<file path="config.mk">
export PLATFORM = sky130hd
export DESIGN_NAME = ir_nib_frame_dec
export DESIGN_NICKNAME = d
export VERILOG_FILES = /design/src/rtl/ir_nib_pkg.sv /design/src/rtl/ir_seq_div.sv /design/src/rtl/ir_nib_capture.sv /design/src/rtl/ir_nib_frame_dec.sv
export SDC_FILE = /design/constraint.sdc
export NUM_CORES = 1
export LEC_CHECK = 0
export BUFFER_PORTS_ARGS = -buffer_cell sky130_fd_sc_hd__buf_2
export CELL_PAD_IN_SITES_DETAIL_PLACEMENT = 0
export CELL_PAD_IN_SITES_GLOBAL_PLACEMENT = 1
export CORE_MARGIN = 5
export CORE_UTILIZATION = 40
export DETAILED_ROUTE_END_ITERATION = 8
export GPL_TIMING_DRIVEN = 0
export HOLD_SLACK_MARGIN = 0.05
export PLACE_DENSITY = 0.68
export SLEW_MARGIN = 30
export SYNTH_ARGS = -nofsm -noshare
export SYNTH_HDL_FRONTEND = slang
export SYNTH_SLANG_ARGS = --single-unit
</file>
<file path="constraint.sdc">
create_clock -name clk -period 14.3 [get_ports clk]
set_clock_uncertainty 0.2 [all_clocks]
set_input_delay 0 -clock clk [delete_from_list [all_inputs] [get_ports clk]]
set_output_delay 0 -clock clk [all_outputs]
set_load 0.01 [all_outputs]
</file>
<file path="src/rtl/ir_nib_pkg.sv">
package ir_nib_pkg;

    localparam int DUR_W     = 16;
    localparam int NIB_N     = 16;
    localparam int NIB_W     = 4;
    localparam int REF_IDX   = 3;
    localparam int REF_VAL   = 15;
    localparam int LEAD_US   = 210;
    localparam int UNIT_US   = 136;
    localparam int PREFIX_US = 760;
    localparam int HALF_US   = 13800;
    localparam int TRAIL_US  = 20000;
    localparam int DIV_MIN   = 50;
    localparam logic [7:0] OEM_EXP = 8'h44;

    typedef enum logic [1:0] {
        CAP_IDLE,
        CAP_LEAD,
        CAP_SPACE
    } cap_st_t;

    typedef enum logic [1:0] {
        SEQ_IDLE,
        SEQ_KDIV,
        SEQ_NDIV,
        SEQ_EVAL
    } seq_st_t;

    typedef logic [NIB_N-1:0][NIB_W-1:0] nib_vec_t;

    typedef struct packed {
        logic       ok;
        logic [7:0] addr;
        logic [7:0] sub;
        logic [7:0] oem;
        logic [3:0] tog;
        logic [7:0] obc1;
        logic [7:0] obc2;
    } frame_t;

    // mod-16 sum of the eight nibbles starting at base
    function automatic logic [NIB_W-1:0] half_sum(input nib_vec_t n, input int base);
        logic [NIB_W-1:0] s;
        s = '0;
        for (int i = 0; i < NIB_N / 2; i++) begin
            s = s + n[base + i];
        end
        return s;
    endfunction

    function automatic frame_t unpack_frame(input nib_vec_t n);
        frame_t f;
        f.sub  = {n[0], n[2]};
        f.oem  = {n[4], n[5]};
        f.addr = {n[6], n[7]};
        f.tog  = n[10];
        f.obc1 = {n[12], n[13]};
        f.obc2 = {n[14], n[15]};
        f.ok   = (half_sum(n, 0) == '0) && (half_sum(n, NIB_N / 2) == '0)
                 && (f.sub == {n[8], n[11]});
        return f;
    endfunction

endpackage

</file>
<file path="src/rtl/ir_seq_div.sv">
module ir_seq_div #(
    parameter int W = 16
) (
    input  logic         clk,
    input  logic         rst,
    input  logic         go,
    input  logic [W-1:0] num,
    input  logic [W-1:0] den,
    output logic         done,
    output logic [W-1:0] quo
);
    localparam int CW = $clog2(W + 1);

    logic [W-1:0]  rem;
    logic [W-1:0]  dvs;
    logic [CW-1:0] cnt;
    logic          run;
    logic [W:0]    shifted;
    logic [W-1:0]  diff;
    logic          ge;

    always_comb begin
        shifted = {rem, quo[W-1]};
        ge      = shifted >= {1'b0, dvs};
        diff    = shifted[W-1:0] - dvs;
    end

    always_ff @(posedge clk) begin
        if (rst) begin
            rem  <= '0;
            dvs  <= '0;
            quo  <= '0;
            cnt  <= '0;
            run  <= 1'b0;
            done <= 1'b0;
        end else begin
            done <= 1'b0;
            if (go) begin
                rem <= '0;
                quo <= num;
                dvs <= den;
                cnt <= CW'(W);
                run <= 1'b1;
            end else if (run) begin
                rem <= ge ? diff : shifted[W-1:0];
                quo <= {quo[W-2:0], ge};
                cnt <= cnt - 1'b1;
                if (cnt == CW'(1)) begin
                    run  <= 1'b0;
                    done <= 1'b1;
                end
            end
        end
    end
endmodule

</file>
<file path="src/rtl/ir_nib_capture.sv">
module ir_nib_capture
    import ir_nib_pkg::*;
#(
    parameter int DUR_W     = ir_nib_pkg::DUR_W,
    parameter int NIB_N     = ir_nib_pkg::NIB_N,
    parameter int LEAD_US   = ir_nib_pkg::LEAD_US,
    parameter int UNIT_US   = ir_nib_pkg::UNIT_US,
    parameter int PREFIX_US = ir_nib_pkg::PREFIX_US,
    parameter int HALF_US   = ir_nib_pkg::HALF_US,
    parameter int TRAIL_US  = ir_nib_pkg::TRAIL_US
) (
    input  logic                         clk,
    input  logic                         rst,
    input  logic                         ev_acc,
    input  logic                         ev_pulse,
    input  logic                         ev_clear,
    input  logic [DUR_W-1:0]             ev_dur,
    output logic                         frame_ready,
    output logic                         cap_err,
    output logic [NIB_N-1:0][DUR_W-1:0]  dur_q
);
    localparam int CW       = $clog2(NIB_N + 1);
    localparam int IW       = $clog2(NIB_N);
    localparam int LEAD_LO  = LEAD_US - UNIT_US / 2;
    localparam int LEAD_HI  = LEAD_US + UNIT_US / 2;
    localparam int TRL_MIN  = TRAIL_US - PREFIX_US;
    localparam int HLF_MIN  = HALF_US - PREFIX_US;
    localparam int NIB_MIN  = PREFIX_US - UNIT_US;

    cap_st_t       st;
    logic [CW-1:0] cnt;
    logic          lead_ok, is_trl, is_half, is_nib, full;

    always_comb begin
        lead_ok = (ev_dur > DUR_W'(LEAD_LO)) && (ev_dur < DUR_W'(LEAD_HI));
        is_trl  = ev_dur > DUR_W'(TRL_MIN);
        is_half = ev_dur > DUR_W'(HLF_MIN);
        is_nib  = ev_dur > DUR_W'(NIB_MIN);
        full    = cnt == CW'(NIB_N);
    end

    always_ff @(posedge clk) begin
        if (rst) begin
            st          <= CAP_IDLE;
            cnt         <= '0;
            frame_ready <= 1'b0;
            cap_err     <= 1'b0;
            dur_q       <= '0;
        end else begin
            frame_ready <= 1'b0;
            cap_err     <= 1'b0;
            if (ev_acc) begin
                if (ev_clear) begin
                    st <= CAP_IDLE;
                end else begin
                    case (st)
                        CAP_IDLE: begin
                            if (!ev_pulse) begin
                                cap_err <= 1'b1;
                            end else if (lead_ok) begin
                                cnt <= '0;
                                st  <= CAP_SPACE;
                            end
                        end
                        CAP_LEAD: begin
                            if (!ev_pulse) begin
                                cap_err <= 1'b1;
                                st      <= CAP_IDLE;
                            end else if (lead_ok) begin
                                st <= CAP_SPACE;
                            end
                        end
                        CAP_SPACE: begin
                            if (ev_pulse) begin
                                cap_err <= 1'b1;
                                st      <= CAP_IDLE;
                            end else if (is_trl) begin
                                st <= CAP_IDLE;
                                if (full) frame_ready <= 1'b1;
                                else      cap_err     <= 1'b1;
                            end else if (is_half) begin
                                st <= CAP_LEAD;
                                if (full) cnt <= CW'(NIB_N / 2);
                            end else if (is_nib) begin
                                if (full) begin
                                    cap_err <= 1'b1;
                                    st      <= CAP_IDLE;
                                end else begin
                                    dur_q[cnt[IW-1:0]] <= ev_dur;
                                    cnt <= cnt + 1'b1;
                                    st  <= CAP_LEAD;
                                end
                            end else begin
                                cap_err <= 1'b1;
                                st      <= CAP_IDLE;
                            end
                        end
                        default: st <= CAP_IDLE;
                    endcase
                end
            end
        end
    end
endmodule

</file>
<file path="src/rtl/ir_nib_frame_dec.sv">
module ir_nib_frame_dec
    import ir_nib_pkg::*;
#(
    parameter int DUR_W     = ir_nib_pkg::DUR_W,
    parameter int DIV_MIN   = ir_nib_pkg::DIV_MIN,
    parameter int LEAD_US   = ir_nib_pkg::LEAD_US,
    parameter int UNIT_US   = ir_nib_pkg::UNIT_US,
    parameter int PREFIX_US = ir_nib_pkg::PREFIX_US,
    parameter int HALF_US   = ir_nib_pkg::HALF_US,
    parameter int TRAIL_US  = ir_nib_pkg::TRAIL_US
) (
    input  logic             clk,
    input  logic             rst,
    input  logic             ev_valid,
    input  logic             ev_pulse,
    input  logic             ev_clear,
    input  logic [DUR_W-1:0] ev_dur,
    output logic             busy,
    output logic             key_valid,
    output logic [31:0]      key_code,
    output logic             rpt_valid,
    output logic             err_valid,
    output logic             oem_flag
);
    localparam int IW = $clog2(NIB_N);

    logic                        frame_ready, cap_err, seq_err;
    logic [NIB_N-1:0][DUR_W-1:0] dur_q;
    seq_st_t                     seq;
    logic [IW-1:0]               idx, idx_nx;
    logic                        div_go, div_done;
    logic [DUR_W-1:0]            div_num, div_den, div_q;
    nib_vec_t                    nib;
    frame_t                      fr;

    function automatic logic [DUR_W-1:0] f_off(input logic [DUR_W-1:0] d);
        return (d > DUR_W'(PREFIX_US)) ? d - DUR_W'(PREFIX_US) : '0;
    endfunction

    assign busy      = (seq != SEQ_IDLE) || frame_ready;
    assign err_valid = cap_err || seq_err;
    assign idx_nx    = idx + 1'b1;
    assign fr        = unpack_frame(nib);

    ir_nib_capture #(
        .DUR_W(DUR_W), .NIB_N(NIB_N), .LEAD_US(LEAD_US), .UNIT_US(UNIT_US),
        .PREFIX_US(PREFIX_US), .HALF_US(HALF_US), .TRAIL_US(TRAIL_US)
    ) u_cap (
        .clk(clk), .rst(rst), .ev_acc(ev_valid && !busy), .ev_pulse(ev_pulse),
        .ev_clear(ev_clear), .ev_dur(ev_dur), .frame_ready(frame_ready),
        .cap_err(cap_err), .dur_q(dur_q)
    );

    ir_seq_div #(.W(DUR_W)) u_div (
        .clk(clk), .rst(rst), .go(div_go), .num(div_num), .den(div_den),
        .done(div_done), .quo(div_q)
    );

    always_ff @(posedge clk) begin
        if (rst) begin
            seq       <= SEQ_IDLE;
            idx       <= '0;
            div_go    <= 1'b0;
            div_num   <= '0;
            div_den   <= '0;
            nib       <= '0;
            key_valid <= 1'b0;
            rpt_valid <= 1'b0;
            seq_err   <= 1'b0;
            key_code  <= '0;
            oem_flag  <= 1'b0;
        end else begin
            div_go    <= 1'b0;
            key_valid <= 1'b0;
            rpt_valid <= 1'b0;
            seq_err   <= 1'b0;
            case (seq)
                SEQ_IDLE: begin
                    if (frame_ready) begin
                        div_num <= f_off(dur_q[REF_IDX]);
                        div_den <= DUR_W'(REF_VAL);
                        div_go  <= 1'b1;
                        seq     <= SEQ_KDIV;
                    end
                end
                SEQ_KDIV: begin
                    if (div_done) begin
                        if (div_q < DUR_W'(DIV_MIN)) begin
                            seq_err <= 1'b1;
                            seq     <= SEQ_IDLE;
                        end else begin
                            div_den <= div_q;
                            div_num <= f_off(dur_q[0]);
                            idx     <= '0;
                            div_go  <= 1'b1;
                            seq     <= SEQ_NDIV;
                        end
                    end
                end
                SEQ_NDIV: begin
                    if (div_done) begin
                        nib[idx] <= div_q[NIB_W-1:0];
                        if (idx == IW'(NIB_N - 1)) begin
                            seq <= SEQ_EVAL;
                        end else begin
                            idx     <= idx_nx;
                            div_num <= f_off(dur_q[idx_nx]);
                            div_go  <= 1'b1;
                        end
                    end
                end
                SEQ_EVAL: begin
                    if (!fr.ok) begin
                        seq_err <= 1'b1;
                    end else begin
                        oem_flag <= fr.oem != OEM_EXP;
                        if (fr.tog == '0) begin
                            key_valid <= 1'b1;
                            key_code  <= {fr.addr, fr.sub, fr.obc1, fr.obc2};
                        end else begin
                            rpt_valid <= 1'b1;
                        end
                    end
                    seq <= SEQ_IDLE;
                end
                default: seq <= SEQ_IDLE;
            endcase
        end
    end
endmodule

</file>
# ---- After elaboration in Yosys (flattened, before gate mapping)
# Cells that the tools add are included.
dict set report word_totals {
  ff_bits 459
  inputBits 21
  wordCells 239
}
dict set report classes {
  reduce_logical 36
  n_mux 80
  add_sub_neg 21
  bitwise_logic 10
  n_lt_le_gt_ge 15
  eq_ne 24
}
# operator n
set op_table {}
lappend op_table {{$bwmux W256} 1}
lappend op_table {{$mux W16} 16}
lappend op_table {{$bmux W16 S4} 1}
lappend op_table {{$bwmux W64} 1}
lappend op_table {{$demux W16 S4} 1}
lappend op_table {{$gt A16 B10 Y1 const B} 4}
lappend op_table {{$add A4 B4 Y4} 14}
lappend op_table {{$mux W5} 10}
lappend op_table {{$pmux W16 S3} 1}
lappend op_table {{$sub A16 B10 Y16 const B} 3}
lappend op_table {{$pmux W16 S2} 1}
lappend op_table {{$mux W2} 12}
lappend op_table {{$mux W1} 23}
lappend op_table {{$mux W4} 5}
lappend op_table {{$ge A17 B16 Y1} 1}
lappend op_table {{$demux W4 S4} 1}
lappend op_table {{$gt A16 B14 Y1 const B} 1}
lappend op_table {{$gt A16 B15 Y1 const B} 1}
lappend op_table {{$gt A16 B8 Y1 const B} 1}
lappend op_table {{$lt A16 B6 Y1 const B} 1}
lappend op_table {{$lt A16 B9 Y1 const B} 1}
lappend op_table {{$sub A16 B16 Y16} 1}
lappend op_table {{$lt A4 B5 Y1 const B} 3}
lappend op_table {{$logic_not A4 Y1} 3}
lappend op_table {{39 further kinds} 79}

# ---- Longest topological paths before layout
# Gate-level depths: netlist of the first run.
dict set report depth {
  word_depth 12
  ltp_mapped 19
  mapped_depth_nobuf 15
}

# ---- Hierarchy
# A second synthesis of the first run with hierarchy kept.
dict set report unflattened {
  hier_cells 2355
  area_unflattened_um2 22880.7
}
# mod cells_per_inst area_each_um2 n_inst
set by_module_without_submodules {}
lappend by_module_without_submodules {ir_nib_capture 953 10002.1 1}
lappend by_module_without_submodules {ir_nib_frame_dec 1009 9665.5 1}
lappend by_module_without_submodules {ir_seq_div 393 3213.1 1}

# ---- Worst setup path after synthesis of the first run
# No wires, ideal clock.
dict set report synth_timing {
  kind {reg-to-reg}
  startpoint {register nib[34] (netlist bit)}
  endpoint {register key_code[0]}
  path_stages_with_launch 18
  arrival_time_ns 4.492
  slack_ns 9.480
  n_path_buf 2
  t_required_ns 13.972
  cell_sequence {dfxtp_1 fa_1 inv_1 fa_1 fa_1 inv_1 fa_1 ha_1 xnor2_1 xnor2_1 xnor2_1 xnor2_1 nor4_1 and3_1 clkbuf_1 buf_2 mux2i_1 nor2_1}
}
dict set report synth_via {
  elab_chain_len 11
  word_cells_on_any_way 12
}
# element line_no
set synth_lines {}
lappend synth_lines {{start: declaration} ir_nib_frame_dec.sv:33} ;# nib_vec_t nib;
lappend synth_lines {{start signal: indexed assignment} ir_nib_frame_dec.sv:102} ;# nib[idx] <= div_q[NIB_W-1:0];
lappend synth_lines {{$add A4 B4 Y4 (7 in a row)} ir_nib_pkg.sv:46} ;# s = s + n[base + i];
lappend synth_lines {{$logic_not A4 Y1} ir_nib_pkg.sv:59} ;# f.ok = (half_sum(n, 0) == '0) && (half_sum(n, NIB_N / 2) == '0)
lappend synth_lines {{$logic_and A1 B1 Y1} ir_nib_pkg.sv:59}
lappend synth_lines {{$logic_and A1 B1 Y1 *} ir_nib_pkg.sv:60} ;# && (f.sub == {n[8], n[11]});
lappend synth_lines {{$reduce_and A3 Y1 (no line) *} --}
lappend synth_lines {{end signal: assignment} ir_nib_frame_dec.sv:119} ;# key_code <= {fr.addr, fr.sub, fr.obc1, fr.obc2};
lappend synth_lines {{end: declaration} ir_nib_frame_dec.sv:20} ;# output logic [31:0] key_code,
# Every way passes the cells marked *; elsewhere a longest branch is shown, timed or not.
# A chain may end at the register's enable or synchronous reset.

# ---- Worst setup path in the final report of the first run
dict set report layout_timing {
  startpoint {register nib (netlist bit fr[30])}
  endpoint {register key_code[0]}
}
dict set report layout_via {
  elab_chain_len 10
  word_cells_on_any_way 11
}
# element line_no
set layout_lines {}
lappend layout_lines {{$add A4 B4 Y4 (6 in a row)} ir_nib_pkg.sv:46}
lappend layout_lines {{$logic_not A4 Y1} ir_nib_pkg.sv:59}
lappend layout_lines {{$logic_and A1 B1 Y1} ir_nib_pkg.sv:59}
lappend layout_lines {{$logic_and A1 B1 Y1 *} ir_nib_pkg.sv:60}
lappend layout_lines {{$reduce_and A3 Y1 (no line) *} --}
# Marked as above.

==> results of run 1 <==
through the flow:
| stage | worst slack [ns] | power [mW] | utilization, % | cells |
|---|---|---|---|---|
| 6_report | 8.57 | 2.80 | 46.1 | 3461 |
| 2_1_floorplan | 9.48 | 1.37 | - | 2529 |
| 5_1_grt | 8.25 | 2.89 | 46.1 | 3461 |
| 3_3_place_gp | 8.63 | 1.42 | 42.4 | 3337 |
| 4_1_cts | 8.50 | 2.83 | 46.1 | 3461 |
| 3_5_place_dp | 8.56 | 1.42 | 42.5 | 3339 |
cell families (layout without fill, tap and decap cells):
logic type | Yosys count | after routing | share of synthesized area, %
DFF | 459 | 459 | 40.6
buffers and inverters | 287 | 463 | 5.38
AOI/OAI and AO/OA | 447 | 447 | 11.2
xor gates and xnor gates | 78 | 78 | 3.20
muxes | 266 | 266 | 15.9
and+or+nand+nor | 922 | 922 | 18.8
adders and majority gates | 70 | 70 | 4.84
final cells by class:
cell class | instances | area (um2)
clock inverter | 19 | 282
timing repair buffer | 79 | 526
clock buffer | 78 | 1520
fill | 5624 | 30300
multi-input combinational | 1783 | 12200
inverter | 81 | 304
tap | 756 | 946
buffer | 206 | 912
sequential | 459 | 9190
synth_stat cells (13+ instances only):
| master | n | share of area, % |
|---|---|---|
| ha_1 | 41 | 2.3 |
| nor3_1 | 22 | 0.49 |
| buf_4 | 13 | 0.43 |
| nor2_1 | 263 | 4.4 |
| xnor2_1 | 49 | 1.9 |
| mux2i_1 | 192 | 8.5 |
| nor2b_1 | 16 | 0.44 |
| a211oi_1 | 13 | 0.43 |
| mux4_2 | 49 | 4.9 |
| nor4_1 | 15 | 0.41 |
| xor2_1 | 25 | 0.97 |
| inv_1 | 80 | 1.3 |
| buf_1 | 23 | 0.38 |
| dfxtp_1 | 459 | 41 |
| clkbuf_1 | 133 | 2.2 |
| and3b_1 | 32 | 1.2 |
| fa_1 | 29 | 2.6 |
| a21oi_1 | 283 | 6.3 |
| nand3_1 | 213 | 4.7 |
| mux4_1 | 18 | 2.1 |
| nand2_1 | 280 | 4.6 |
| o21ai_0 | 70 | 1.5 |
| buf_2 | 32 | 0.71 |
power by group:
group	internal, mW	total, mW	switching, mW
Combinational	0.0258	0.110	0.0843
Sequential	1.28	1.29	0.00306
Clock	0.843	1.41	0.563
metal layers:
layer	vias up	global-route usage [%]
met3	140	3.44
met1	9335	33.7
met2	623	40.6
met4	0	7.33
li1	9104	-
met5	-	0
state kept, by name (all words and copies together), names as in the netlist, 16 cells and up, named ones only:
signal / count
u_cap.dur_q: 256
fr: 44
key_code: 32
nib: 20
div_den: 16
div_num: 16
u_div.dvs: 16
u_div.quo: 16
u_div.rem: 16
how the worst max path moves through the flow:
| stage | to | from |
|---|---|---|
| 6_report | key_code[0] | fr[30] |
| 5_1_grt | key_code[21] | fr[30] |
| 4_1_cts | key_code[0] | fr[30] |
| 3_5_place_dp | key_code[0] | fr[30] |
| 3_3_place_gp | key_code[29] | fr[30] |
| 2_1_floorplan | key_code[0] | nib[34] |
tightest hold or removal path, delay by kind of cell:
kind / cells / cell delay (ns)
buffers and inverters: 2 / 0.31
AOI/OAI and AO/OA: 4 / 0.54
placed cells by master (no fill, tap or decap), types with 52 or more instances in the layout:
master / n
dfxtp_1: 459
a21oi_1: 283
nand2_1: 280
nor2_1: 263
nand3_1: 213
mux2i_1: 192
clkbuf_1: 147
buf_2: 84
inv_1: 80
o21ai_0: 70
clkbuf_16: 52
==> flow_metrics.tcl, run 1 <==
set metrics [dict create \
    status "completed" \
    ys_ff_latch 459 \
    gp_congestion 0.908 \
    whs_ns 0.119 \
    drt_iter0_drc 1630 \
    cp.depth 15 \
    relSlewSlack_pct 37.8 \
    slew_viol_final 0 \
    p_per_area_mw_per_mm2 108 \
    required_ns 14.55 \
    crit_top_cell "fa_1" \
    antenna_found_initial 0 \
    netlist_instances 2529 \
    postCtsHoldBufs 25 \
    critPathBufInv 4 \
    synth_cell_type_count 80 \
    syn2layout_area_growth_pct 14.6 \
    detailed_place_hpwl_um 56000 \
    yosysSeqAreaShare_pct 40.6 \
    drtPass1Iterations 7 \
    yosysWarnings 0 \
    die_x_um 248 \
    clk_latency_ns 0.62 \
    start_util_pct 40.3 \
    critPathSlowestCell "nor4_1" \
    ir_drop_uv 93.6 \
    r2r_cells 15 \
    p_leak_nw 9.58 \
    critical-path-top-delay-family "adder cells" \
    avgSynthCellArea_um2 8.94 \
    htreeDepth 2 \
    maxUsedRoutingLayer "met4" \
    dieHeight_um 248 \
    nets 2753 \
    drc_errors 0 \
    holdPathStages 6 \
    drive_gt1_share_pct 10.2 \
    r2r-end "key_code[0]" \
    drtAntennaViolNets 0 \
    grt_max_degree 15 \
    final_hold_viol_count 0 \
    fin_crit_ns 5.73 \
    crit_fanout 10 \
    start_kind "flip-flop" \
    cts_resized 0 \
    synth_edf_count 0 \
    setup_viol_count_final 0 \
    postCtsSetupBuffers 0 \
    postPlaceCellArea_mm2 0.0238 \
    min_path_type "input pin to flip-flop" \
    grt_remaining_overflow 0 \
    reg2reg_slack_ns 8.57 \
    vias 19200 \
    endpoint_kind "flip-flop" \
    critPathMaxStageDelay_ns 0.78 \
    cts_made_buffers 52 \
    worstPathArrival_ns 5.98 \
    netlist_area_mm2 0.0226 \
    cts_buffer_depth 3 \
    synthArstFlopShare_pct 0 \
    cts_tree "yes" \
    core_mm2 0.0562 \
    worstMarginPinSlew_ns 0.933 \
    whs_endpoint "u_cap.cnt[3]" \
    worstPathCellList "fa_1 > inv_1 > fa_1 > fa_1 > inv_1 > fa_1 > ha_1 > nor4_1 > nand3_1 > nor4_1 > and3_1 > clkbuf_1 > buf_2 > mux2i_1 > nor2_1" \
    hold_start "ev_dur[14]" \
    reg2reg_from "fr[30]" \
    final_design_area_no_fill_mm2 0.0259 \
    dieArea_mm2 0.0614 \
    grt_pass1_vias 18700 \
    wl_met1_um 33500 \
    met3_length_um 4800 \
    drv_cap 0 \
    critical_path_class "flip-flop to flip-flop" \
    clk_pin_slew_ns 0.06 \
    routedWlPerCell_um 22.0 \
    grt_usage_pct 24.6 \
    grt_pass1_wl_um 116000 \
    finalSetupTns_ns 0 \
    synth_nets 2620 \
    synthFlopType "dfxtp_1" \
    period_share_pct 40.1 \
    via_per_inst 5.55 \
    core.rowCount 87 \
    pin_count 58 \
    io_buffer_count 52 \
    antenna_cells 0 \
    met2_length_um 35400 \
    rsz0062_at_grt "no" \
    clock.fmax_ghz 0.175 \
    cts_sinks 459 \
    ctsRootBufferMaster "clkbuf_16" \
    drt_wl_total_um 76200 \
]
No activity file was read; power rests on OpenSTA's default activity.
==> run 2: changes to the inputs <==
PLACE_DENSITY = 0.7   (was 0.68)
clock period = 4.85 ns   (was 14.3 ns; I/O delays follow)
==> flow_metrics.tcl, run 2 (synthesized netlist as in run 1, its figures left out) <==
set metrics [dict create \
    antenna_found_initial 1 \
    start_kind "flip-flop" \
    ir_drop_uv 254 \
    dieArea_mm2 0.0614 \
    grt_usage_pct 24.2 \
    htreeDepth 2 \
    ctsRootBufferMaster "clkbuf_16" \
    routedWlPerCell_um 21.9 \
    period_share_pct 98.4 \
    p_per_area_mw_per_mm2 317 \
    status "completed" \
    finalSetupTns_ns 0 \
    grt_pass1_vias 18500 \
    final_hold_viol_count 0 \
    clk_pin_slew_ns 0.06 \
    crit_fanout 10 \
    cts_buffer_depth 3 \
    cts_sinks 459 \
    drc_errors 0 \
    worstSetupStartpoint "nib[6]" \
    grt_max_degree 21 \
    regMostFlops "u_cap.dur_q" \
    cts_tree "yes" \
    worstPathArrival_ns 5.03 \
    relSlewSlack_pct 29.6 \
    endpoint "key_code[22]" \
    nets 2752 \
    worstMarginPinSlew_ns 1.05 \
    reg2reg_from "nib[6]" \
    detailed_place_hpwl_um 55800 \
    slew_viol_final 0 \
    final_cell_mix "456 x dfxtp_1, 283 x a21oi_1, 280 x nand2_1, 263 x nor2_1, 213 x nand3_1" \
    pin_count 58 \
    via_per_inst 5.58 \
    drive_gt1_share_pct 10.8 \
    reg2reg_slack_ns 0.08 \
    io_buffer_count 52 \
    start_util_pct 40.3 \
    syn2layout_area_growth_pct 15.1 \
    core.rowCount 87 \
    rsz0062_at_grt "yes" \
    fin_cells 3458 \
    gp_congestion 0.926 \
    drv_cap 0 \
    core_mm2 0.0562 \
    postPlaceCellArea_mm2 0.0239 \
    min_path_type "input pin to flip-flop" \
    r2r-end "key_code[22]" \
    fillers 5526 \
    setup_viol_count_final 0 \
    final_common_cell "dfxtp_1" \
    vias 19300 \
    endpoint_kind "flip-flop" \
    r2r_cells 14 \
    dieHeight_um 248 \
    clk_latency_ns 0.61 \
    p_leak_nw 9.59 \
    drt_iter0_drc 1521 \
    die_x_um 248 \
    grt_remaining_overflow 0 \
    drt_wl_total_um 75700 \
    grt_pass1_wl_um 115000 \
    placedCellCount 3338 \
    largest_reg_flops 256 \
    final_design_area_no_fill_mm2 0.0260 \
    required_ns 5.11 \
    clock.fmax_ghz 0.210 \
    critical_path_class "flip-flop to flip-flop" \
    drtPass1Iterations 6 \
    cts_made_buffers 51 \
    drtAntennaViolNets 0 \
    fin_crit_ns 4.77 \
]
-- run 2: cell types whose count changed in the layout (fill, tap and decap cells not counted), moves of 4 or more --
| cell | previous run | this run |
|---|---|---|
| clkbuf_8 | 12 | 18 |
| buf_2 | 84 | 79 |
| clkinv_2 | 9 | 5 |
| clkbuf_1 | 147 | 143 |
-- run 2: worst max-delay path: stages (launching register included) --
cell and delay, ns:
dfxtp_2 0.33, fa_1 0.55, inv_2 0.04, fa_1 0.51
fa_1 0.57, inv_2 0.04, fa_1 0.48, ha_1 0.32
nor4_2 0.26, nand3_1 0.18, nor4_4 0.36, and3_4 0.34
buf_12 0.17, mux2i_2 0.21, nor2_1 0.06
-- run 2: worst min-delay path by stage --
stage	start	end	cells past startpoint
after CTS	ev_dur[14]	u_cap.cnt[3]	6
after floorplan	ev_pulse	u_cap.cap_err	2
after global routing	ev_dur[1]	u_cap.dur_q[33]	4
final	ev_dur[14]	u_cap.cnt[3]	6
after detailed placement	key_valid	key_valid	1
after global placement	key_valid	key_valid	1
-- run 2: final cells by class --
type,instances,area (um2),share of cell area (%)
multi-input cells,1783,12300,47.2
flip-flops and latches,459,9190,35.3
clock buffers,81,1590,6.11
plain buffers,204,958,3.68
well taps,756,946,3.63
repair buffers,81,538,2.07
inverters,81,304,1.17
clock inverters,12,200,0.769
diodes,1,2.50,0.00961
-- run 2: repair_timing --
item                                   CTS  global route
endpoints found under the hold margin  128             0
resized for setup                        9            23
setup endpoints to repair               51            44
hold buffers                            24             0
buffers inserted                         1             3
pin swaps                                1             3
-- run 2: where the power goes --
group	internal, mW	total, mW	switching (mW)
registers	3.78	3.79	0.00888
logic	0.0768	0.321	0.244
clock network	2.50	4.14	1.63
total	6.36	8.25	1.89
-- run 2: through the flow --
| step | power (mW) | setup slack [ns] | util [%] | hold WS (ns) |
|---|---|---|---|---|
| after floorplan | 4.04 | 0.0303 | - | -0.0121 |
| after global placement | 4.17 | -0.785 | 42.4 | 0.202 |
| after detailed placement | 4.18 | -0.796 | 42.5 | 0.198 |
| after CTS | 8.30 | 0.00816 | 46.1 | 0.116 |
| after global routing | 8.47 | -0.0624 | 46.3 | 0.186 |
| final | 8.25 | 0.0796 | 46.3 | 0.132 |
-- run 2: layer usage --
layer  vias up  wire (um)  global-route usage (%)
li1       9102          -                       -
met1      9431      33600                    32.7
met2       625      35400                    40.0
met3       147       4260                    3.23
met4         0       2420                    8.29
met5         -          0                       0
